### src/rtl/lmr_pkg.sv
package lmr_pkg;
  typedef enum logic [2:0] {
    ST_IDLE = 3'd0,
    ST_NEGO = 3'd1,
    ST_PDET = 3'd2,
    ST_UP   = 3'd3,
    ST_FAIL = 3'd4
  } lmr_state_e;

  localparam int NUM_MODES = 4;
  localparam int MODE_IDX_W = $clog2(NUM_MODES);

  typedef struct packed {
    logic speed;
    logic duplex;
  } link_mode_t;
endpackage

### src/rtl/lmr_adv_decode.sv
module lmr_adv_decode
  import lmr_pkg::*;
(
  input  logic [1:0]           mode_i,
  output logic [NUM_MODES-1:0] adv_o,
  output link_mode_t           forced_o
);
  // Forced mode: field bits map straight onto speed/duplex
  assign forced_o.speed  = mode_i[1];
  assign forced_o.duplex = mode_i[0];

  for (genvar i = 0; i < NUM_MODES; i++) begin : g_bit
    localparam logic BIT_SPD = 1'(i >> 1);
    localparam logic BIT_DUP = 1'(i & 1);
    always_comb begin
      unique case (mode_i)
        2'd0:    adv_o[i] = ~BIT_SPD;
        2'd1:    adv_o[i] = BIT_SPD;
        2'd2:    adv_o[i] = ~BIT_DUP;
        default: adv_o[i] = 1'b1;
      endcase
    end
  end
endmodule

### src/rtl/lmr_best_pick.sv
module lmr_best_pick #(
  parameter int N = 4,
  localparam int IDX_W = (N > 1) ? $clog2(N) : 1
) (
  input  logic [N-1:0]     cand_i,
  output logic             found_o,
  output logic [IDX_W-1:0] idx_o
);
  // Highest set index wins
  always_comb begin
    found_o = 1'b0;
    idx_o   = '0;
    for (int i = 0; i < N; i++) begin
      if (cand_i[i]) begin
        found_o = 1'b1;
        idx_o   = IDX_W'(i);
      end
    end
  end
endmodule

### src/rtl/lmr_nego_timer.sv
module lmr_nego_timer #(
  parameter int TMO_W = 8
) (
  input  logic             clk,
  input  logic             rst_n,
  input  logic             run_i,
  input  logic [TMO_W-1:0] limit_i,
  output logic             expired_o
);
  logic [TMO_W-1:0] cnt_q;

  assign expired_o = run_i && (cnt_q == limit_i);

  always_ff @(posedge clk or negedge rst_n) begin
    if (!rst_n)          cnt_q <= '0;
    else if (!run_i)     cnt_q <= '0;
    else if (!expired_o) cnt_q <= cnt_q + 1'b1;
  end
endmodule

### src/rtl/link_mode_resolver.sv
module link_mode_resolver
  import lmr_pkg::*;
#(
  parameter int TMO_W = 8
) (
  input  logic                 clk,
  input  logic                 rst_n,
  input  logic                 cfg_we_i,
  input  logic                 cfg_an_en_i,
  input  logic [1:0]           cfg_mode_i,
  input  logic [TMO_W-1:0]     tmo_limit_i,
  input  logic                 partner_an_done_i,
  input  logic                 partner_silent_i,
  input  logic [NUM_MODES-1:0] partner_abil_i,
  input  logic                 partner_speed_i,
  output logic                 link_up_o,
  output logic                 link_fail_o,
  output logic                 speed_o,
  output logic                 duplex_o
);
  lmr_state_e state_q, state_d;
  logic       an_en_q;
  logic [1:0] mode_q;
  logic       up_q;
  link_mode_t res_q, res_d;
  logic       load_res;

  logic [NUM_MODES-1:0]  adv_set;
  link_mode_t            forced_mode;
  logic [NUM_MODES-1:0]  common;
  logic                  common_found;
  logic [MODE_IDX_W-1:0] common_idx;
  logic                  tmo_expired;
  logic [MODE_IDX_W-1:0] pd_idx;

  lmr_adv_decode u_adv (
    .mode_i   (mode_q),
    .adv_o    (adv_set),
    .forced_o (forced_mode)
  );

  assign common = partner_abil_i & adv_set;

  lmr_best_pick #(.N(NUM_MODES)) u_pick (
    .cand_i  (common),
    .found_o (common_found),
    .idx_o   (common_idx)
  );

  lmr_nego_timer #(.TMO_W(TMO_W)) u_tmr (
    .clk       (clk),
    .rst_n     (rst_n),
    .run_i     (state_q == ST_NEGO),
    .limit_i   (tmo_limit_i),
    .expired_o (tmo_expired)
  );

  // Parallel detect always lands on the half-duplex mode of the sensed speed
  assign pd_idx = {partner_speed_i, 1'b0};

  always_comb begin
    state_d  = state_q;
    res_d    = res_q;
    load_res = 1'b0;
    unique case (state_q)
      ST_IDLE: begin
        if (!an_en_q) begin
          state_d  = ST_UP;
          res_d    = forced_mode;
          load_res = 1'b1;
        end else begin
          state_d = ST_NEGO;
        end
      end
      ST_NEGO: begin
        if (partner_an_done_i) begin
          if (common_found) begin
            state_d  = ST_UP;
            res_d    = link_mode_t'(common_idx);
            load_res = 1'b1;
          end else begin
            state_d = ST_FAIL;
          end
        end else if (partner_silent_i || tmo_expired) begin
          state_d = ST_PDET;
        end
      end
      ST_PDET: begin
        if (adv_set[pd_idx]) begin
          state_d  = ST_UP;
          res_d    = link_mode_t'(pd_idx);
          load_res = 1'b1;
        end else begin
          state_d = ST_FAIL;
        end
      end
      ST_UP:   state_d = ST_UP;
      default: state_d = ST_FAIL;
    endcase
  end

  always_ff @(posedge clk or negedge rst_n) begin
    if (!rst_n) begin
      state_q <= ST_IDLE;
      an_en_q <= 1'b1;
      mode_q  <= 2'd3;
      up_q    <= 1'b0;
      res_q   <= '0;
    end else if (cfg_we_i) begin
      state_q <= ST_IDLE;
      an_en_q <= cfg_an_en_i;
      mode_q  <= cfg_mode_i;
      up_q    <= 1'b0;
    end else begin
      state_q <= state_d;
      if (load_res) begin
        up_q  <= 1'b1;
        res_q <= res_d;
      end
    end
  end

  assign link_up_o   = up_q;
  assign link_fail_o = (state_q == ST_FAIL);
  assign speed_o     = res_q.speed;
  assign duplex_o    = res_q.duplex;
endmodule

### config.mk
export PLATFORM = sky130hd
export DESIGN_NAME = link_mode_resolver
export DESIGN_NICKNAME = d
export VERILOG_FILES = /design/src/rtl/lmr_pkg.sv /design/src/rtl/lmr_adv_decode.sv /design/src/rtl/lmr_best_pick.sv /design/src/rtl/lmr_nego_timer.sv /design/src/rtl/link_mode_resolver.sv
export SDC_FILE = /design/constraint.sdc
export NUM_CORES = 1
export LEC_CHECK = 0
export BUFFER_PORTS_ARGS = -buffer_cell sky130_fd_sc_hd__buf_2
export CORE_ASPECT_RATIO = 0.8
export CORE_MARGIN = 1.5
export CORE_UTILIZATION = 38
export CTS_BUF_LIST = sky130_fd_sc_hd__clkbuf_2 sky130_fd_sc_hd__clkbuf_4 sky130_fd_sc_hd__clkbuf_8
export CTS_CLUSTER_DIAMETER = 40
export DETAILED_ROUTE_END_ITERATION = 16
export PLACE_DENSITY = 0.69
export SYNTH_ARGS = -nofsm -noshare
export SYNTH_HDL_FRONTEND = slang
export SYNTH_SLANG_ARGS = --single-unit
### constraint.sdc
create_clock -name clk -period 2.6 [get_ports clk]
set_input_delay 0.26 -clock clk [delete_from_list [all_inputs] [get_ports clk]]
set_output_delay 0.26 -clock clk [all_outputs]
set_load 0.02 [all_outputs]
==> impl_metrics.env, run 1 <==
export IMPL_status="completed"
export IMPL_postRouteAntennaNets=0
export IMPL_hpwl_um=1840
export IMPL_syn_area_mm2=0.00116
export IMPL_grt_first_pass_wirelength_um=4050
export IMPL_grt_remaining_overflow=0
export IMPL_remaining_max_slew_budget_at_the_tightest_pin=0.713
export IMPL_drt_pass1_iter_count=4
export IMPL_final_hold_viol_count=0
export IMPL_die_width_um=64.9
export IMPL_cp_max_fo=4
export IMPL_worst_pin_slew_ns=0.419
export IMPL_p_per_area_mw_per_mm2=611
export IMPL_synth_enable_flop_cells=0
export IMPL_initial_cell_density_of_the_core=0.412
export IMPL_synth_yosys_warnings=0
export IMPL_power_leakage_nw=0.611
export IMPL_cts_path_max_buffers=2
export IMPL_synth_top_cell_area_share=0.301
export IMPL_worst_ir_drop_vdd_mv=0.235
export IMPL_placeableCoreArea_mm2=0.00283
export IMPL_async_flop_share=1.00
export IMPL_nFillCells=271
export IMPL_initialDrtViolationCount=8
export IMPL_syn_avg_cell_area_um2=9.71
export IMPL_synthesis_instances=120
export IMPL_min_delay_worst_endpoint="mode_q[0]"
export IMPL_antenna_cells_inserted=0
export IMPL_timing_critical_path_from_type="register"
export IMPL_numClockSinks=17
export IMPL_clock_root_buffer="sky130_fd_sc_hd__clkbuf_8"
export IMPL_worst_path_largest_cell_delay_ns=0.53
export IMPL_timing_hold_worst_path_depth=3
export IMPL_routabilityCongestion=0.829
export IMPL_post_cts_setup_buffer_count=0
export IMPL_postSynthRegisterBits=17
export IMPL_maxClockFrequency_mhz=463
export IMPL_yosysUniqueCellTypes=38
export IMPL_global_route_usage_total=0.158
export IMPL_vias_per_cell=4.93
export IMPL_io_buffers=24
export IMPL_synth_area_top_cells="sky130_fd_sc_hd__dfrtp_1 (30%), sky130_fd_sc_hd__dfstp_2 (6.8%), sky130_fd_sc_hd__xor2_1 (5.3%)"
export IMPL_ioPinCount=25
export IMPL_r2r_setup_slack_ns=0.44
export IMPL_fp_dieArea_mm2=0.00341
export IMPL_critical_path_reg2reg_endpoint="duplex_o"
export IMPL_fin_setup_tns_ns=0
export IMPL_max_cap_violations=0
export IMPL_tritoncts_clock_tree="yes"
export IMPL_cts_resized=0
export IMPL_final_cell_mix="sky130_fd_sc_hd__buf_2 (24), sky130_fd_sc_hd__dfrtp_1 (14), sky130_fd_sc_hd__nor2_1 (11)"
export IMPL_drc_errors=0
export IMPL_crit_path_cell_trace="inv_1, ha_1, nand2b_1, and3_1, a2111oi_4, mux2_2"
export IMPL_ys_flop_type="sky130_fd_sc_hd__dfrtp_1"
export IMPL_routed_wl_um=2270
export IMPL_fp_dieH_um=52.5
export IMPL_insertion_delay_ns=0.25
export IMPL_worst_setup_hold_path_clk_slew_ns=0.06
export IMPL_share_of_post_route_cells_with_drive_strength_above_1=0.310
export IMPL_slew_violations=0
export IMPL_worst_setup_path_type="register to register"
export IMPL_p_total_uw=826
export IMPL_holdWs_ns=0.215
export IMPL_layout_min_cycle_time_ns=2.16
export IMPL_fin_crit_sh=0.831
export IMPL_hold_class="primary input to register"
export IMPL_syn2layout_area_growth_pct=16.1
export IMPL_critical_path_endpoint_type="register"
export IMPL_grt_max_degree=18
export IMPL_routedWlPerCell_um=12.4
export IMPL_antenna_found_initial=0
export IMPL_layout_commonest_cell="sky130_fd_sc_hd__buf_2"
export IMPL_hp_start="cfg_mode_i[0]"
export IMPL_cts_inserted_buffers=3
export IMPL_yosysTopAreaCell="sky130_fd_sc_hd__dfrtp_1"
export IMPL_num_nets_final=171
export IMPL_cp_arrival_ns=2.31
export IMPL_vias=903
export IMPL_grt_pass1_vias=891
export IMPL_cpMaxStageDelayCell="sky130_fd_sc_hd__dfstp_2"
export IMPL_required_time_worst_endpoint_ns=2.74
export IMPL_setup_viol=0
export IMPL_regToRegStartpoint="mode_q[0]"
export IMPL_grt_setup_unrepaired="false"
export IMPL_cts_htree_levels=1
export IMPL_synth_seq_area_share=0.368
export IMPL_synthesis_nets=145
export IMPL_r2r_worst_path_cells=6
export IMPL_row_count=17
export IMPL_skew_ns=0.00365
## logic make-up (layout without fill, tap and decap cells)
logic type                 after synthesis  after routing  synth area share
AOI/OAI and AO/OA                       27             27             0.160
xor gates and xnor gates                13             13             0.104
adders and majority gates                4              4            0.0430
buffers and inverters                    9             34            0.0494
DFF                                     17             17             0.368
muxes                                    4              4            0.0387
and+or+nand+nor                         46             46             0.236
## power breakdown
group	switching [mW]	total [mW]	internal [mW]
registers	0.0405	0.348	0.308
logic	0.153	0.269	0.116
clock network	0.0893	0.209	0.119
total	0.283	0.826	0.542
## cell usage after synthesis (2+ instances only)
| master | count |
|---|---|
| sky130_fd_sc_hd__o21a_1 | 2 |
| sky130_fd_sc_hd__or3_1 | 2 |
| sky130_fd_sc_hd__xor2_1 | 7 |
| sky130_fd_sc_hd__inv_1 | 5 |
| sky130_fd_sc_hd__nor4_4 | 2 |
| sky130_fd_sc_hd__mux2_2 | 4 |
| sky130_fd_sc_hd__ha_1 | 4 |
| sky130_fd_sc_hd__nand2_1 | 9 |
| sky130_fd_sc_hd__and2_1 | 3 |
| sky130_fd_sc_hd__nand2b_1 | 4 |
| sky130_fd_sc_hd__nand4_1 | 3 |
| sky130_fd_sc_hd__nor3_1 | 3 |
| sky130_fd_sc_hd__o21ai_0 | 7 |
| sky130_fd_sc_hd__dfrtp_1 | 14 |
| sky130_fd_sc_hd__xnor2_1 | 5 |
| sky130_fd_sc_hd__nor2_1 | 11 |
| sky130_fd_sc_hd__buf_6 | 3 |
| sky130_fd_sc_hd__nand2b_2 | 2 |
| sky130_fd_sc_hd__dfstp_2 | 3 |
| sky130_fd_sc_hd__nor2b_1 | 2 |
| sky130_fd_sc_hd__a21oi_1 | 8 |
## final cells by class
class                   count  area [µm²]  share of cell area
multi-input cells          94         678               0.501
inverters                   5        18.8              0.0139
flip-flops and latches     17         429               0.317
repair buffers             25         130              0.0962
clock buffers               4        48.8              0.0361
well taps                  38        47.5              0.0352
## flip-flops by register name, summed over array words and instances, names as in the netlist
| signal | count |
|---|---|
| speed_o | 1 |
| an_en_q | 1 |
| link_up_o | 1 |
| u_tmr.cnt_q | 8 |
| mode_q | 2 |
| state_q | 3 |
| duplex_o | 1 |
## worst max-delay path by stage
stage,start,end,slack (ns),cells past startpoint
2_1_floorplan,mode_q[0],duplex_o,0.56,6
3_3_place_gp,mode_q[0],speed_o,0.48,6
3_5_place_dp,mode_q[0],speed_o,0.44,7
4_1_cts,mode_q[0],speed_o,0.42,6
5_1_grt,mode_q[0],duplex_o,0.26,7
6_report,mode_q[0],duplex_o,0.44,6
## what timing repair did
| action | in CTS | in global routing |
|---|---|---|
| hold endpoints to repair | 14 | 0 |
| setup endpoints to repair | 0 | 0 |
| hold buffers | 1 | 0 |
## through the flow
step	worst slack [ns]	area (µm²)	util	std cells
floorplan	0.556	1160	-	120
finish	0.438	1350	0.478	183
global route	0.262	1350	0.478	183
global placement	0.484	1290	0.457	178
detailed placement	0.443	1290	0.457	178
CTS	0.423	1350	0.478	183
## worst max-delay path: cells and delay by family, from the launching register on
family | cells | cell delay (ns)
fa+ha+maj | 1 | 0.29
mux | 1 | 0.37
compound gates | 1 | 0.40
flops | 1 | 0.53
buf+inv | 1 | 0.08
simple gates | 2 | 0.38
## per-layer routing
metal / part of all wire / global-route usage / vias up / wire length [µm]
met5: 0 / 0 / - / 0
met4: 0.015 / 0.0532 / 0 / 34
met3: 0.032 / 0.0323 / 4 / 73
met2: 0.46 / 0.261 / 13 / 1040
met1: 0.50 / 0.207 / 419 / 1130
li1: - / - / 467 / -
Power figures use the tool's default switching activity.
==> inputs of run 2 (changes only) <==
Clock period 2.6 ns to 2.2 ns, I/O delays scaled along.
==> run 2 against run 1 <==
Fmax grew 3.6%. Cell area grew 0.92%. Non-clock buffer count grew 1. Combinational power grew 21%. Sequential share of layout area shrank 0.29 points. Largest power group unchanged.
==> impl_metrics.env, run 2 (synthesized netlist as in run 1, its figures left out) <==
export IMPL_status="completed"
export IMPL_fp_dieH_um=52.5
export IMPL_critical_path_endpoint_type="register"
export IMPL_final_hold_viol_count=0
export IMPL_worst_pin_slew_ns=0.472
export IMPL_multiInputGateArea_um2=683
export IMPL_met3WireLength_um=72
export IMPL_detailed_place_area_mm2=0.00130
export IMPL_final_cell_mix="sky130_fd_sc_hd__buf_2 (24), sky130_fd_sc_hd__dfrtp_1 (14), sky130_fd_sc_hd__nor2_1 (11)"
export IMPL_worst_setup_path_startpoint="mode_q[0]"
export IMPL_regArea_um2=429
export IMPL_p_per_area_mw_per_mm2=717
export IMPL_vias=919
export IMPL_worst_path_largest_cell_delay_ns=0.53
export IMPL_vias_per_cell=4.99
export IMPL_fp_dieArea_mm2=0.00341
export IMPL_timing_critical_path_from_type="register"
export IMPL_layout_commonest_cell="sky130_fd_sc_hd__buf_2"
export IMPL_holdWs_ns=0.183
export IMPL_dp_worst_setup_slack_ns=0.0228
export IMPL_regMostFlops="u_tmr.cnt_q"
export IMPL_dp_cells=179
export IMPL_hold_class="primary input to register"
export IMPL_crit_path_cell_trace="inv_1, ha_1, nand2b_1, and3_4, a2111oi_4, mux2_2"
export IMPL_initialDrtViolationCount=12
export IMPL_design_area_mm2=0.00137
export IMPL_max_cap_violations=0
export IMPL_crit_buf_inv=1
export IMPL_grt_remaining_overflow=0
export IMPL_met2_wl_um=1100
export IMPL_p_total_uw=979
export IMPL_hp_start="cfg_mode_i[1]"
export IMPL_drt_pass1_iter_count=4
export IMPL_hpwl_um=1840
export IMPL_r2r_setup_slack_ns=0.11
export IMPL_timing_hold_worst_path_depth=3
export IMPL_regToRegStartpoint="mode_q[0]"
export IMPL_required_time_worst_endpoint_ns=2.34
export IMPL_final_util=0.483
export IMPL_grt_first_pass_wirelength_um=4000
export IMPL_setup_viol=0
export IMPL_initial_cell_density_of_the_core=0.412
export IMPL_worst_setup_hold_path_clk_slew_ns=0.06
export IMPL_antenna_cells_inserted=0
export IMPL_worst_setup_path_type="register to register"
export IMPL_fin_crit_sh=0.948
export IMPL_io_buffers=24
export IMPL_cp_arrival_ns=2.23
export IMPL_syn2layout_area_growth_pct=17.2
export IMPL_layout_min_cycle_time_ns=2.09
export IMPL_grt_pass1_vias=923
export IMPL_drc_errors=0
export IMPL_routedWlPerCell_um=12.3
export IMPL_min_delay_worst_endpoint="mode_q[1]"
export IMPL_setup_ws_ns=0.114
export IMPL_share_of_post_route_cells_with_drive_strength_above_1=0.322
export IMPL_grt_setup_unrepaired="false"
export IMPL_flip_flop_count_of_the_largest_register_after_layout=8
export IMPL_antenna_found_initial=0
export IMPL_tritoncts_clock_tree="yes"
export IMPL_postRouteAntennaNets=0
export IMPL_cp_top_family="flip-flops"
export IMPL_cp_max_fo=4
export IMPL_power_leakage_nw=0.615
export IMPL_r2r_worst_path_cells=6
export IMPL_remaining_max_slew_budget_at_the_tightest_pin=0.677
export IMPL_topRoutingLayerUsed="met4"
export IMPL_numClockSinks=17
export IMPL_ioPinCount=25
export IMPL_drt_met1_wl_um=1080
export IMPL_nFillCells=272
export IMPL_routed_wl_um=2270
export IMPL_critical_path_reg2reg_endpoint="duplex_o"
export IMPL_insertion_delay_ns=0.25
export IMPL_reg_largest_list="u_tmr.cnt_q x8, state_q x3, mode_q x2"
export IMPL_fin_setup_tns_ns=0
export IMPL_skew_ns=0.00509
export IMPL_clock_root_buffer="sky130_fd_sc_hd__clkbuf_8"
export IMPL_cts_htree_levels=1
export IMPL_grt_max_degree=18
export IMPL_cts_inserted_buffers=3
export IMPL_die_width_um=64.9
export IMPL_placeableCoreArea_mm2=0.00283
export IMPL_global_route_usage_total=0.153
export IMPL_slew_violations=0
export IMPL_worst_ir_drop_vdd_mv=0.380
export IMPL_maxClockFrequency_mhz=479
export IMPL_num_nets_final=172
export IMPL_routabilityCongestion=0.854
export IMPL_row_count=17
export IMPL_cts_path_max_buffers=2
export IMPL_cpMaxStageDelayCell="sky130_fd_sc_hd__dfstp_2"
export IMPL_final_cell_count_no_fill=184
-- run 2: worst max-delay path by stage --
stage / to / cells after the start
global route: speed_o / 6
finish: duplex_o / 6
global placement: speed_o / 6
floorplan: duplex_o / 6
CTS: duplex_o / 7
detailed placement: duplex_o / 6
-- run 2: report_power, final --
| part | switching (mW) | internal, mW |
|---|---|---|
| logic | 0.184 | 0.143 |
| clock network | 0.0998 | 0.141 |
| registers | 0.0487 | 0.364 |
-- run 2: what timing repair did --
action | CTS | global route
buffers inserted | 0 | 0
resized for setup | 0 | 3
hold buffers | 1 | 0
pin swaps | 1 | 1
setup endpoints to repair | 1 | 2
endpoints found under the hold margin | 14 | 0
-- run 2: area by class of cell --
type | instances | share of cell area
sequential | 17 | 0.314
clock buffer | 4 | 0.0357
tap | 38 | 0.0348
timing repair buffer | 26 | 0.101
multi-input combinational | 94 | 0.500
inverter | 5 | 0.0137
-- run 2: worst reg2reg max path, delay by kind of cell (launching register included) --
family                   cells  cell delay, ns
adder cells (fa/ha/maj)      1            0.31
buffers and inverters        1            0.07
AO/OA/AOI/OAI                1            0.33
multiplexers                 1            0.38
AND/OR/NAND/NOR              2            0.37
flip-flops                   1            0.53
-- run 2: layer usage --
metal	global-route usage	up-vias
li1	-	466
met4	0.0426	0
met3	0.0323	3
met1	0.196	435
met2	0.263	15
met5	0	-
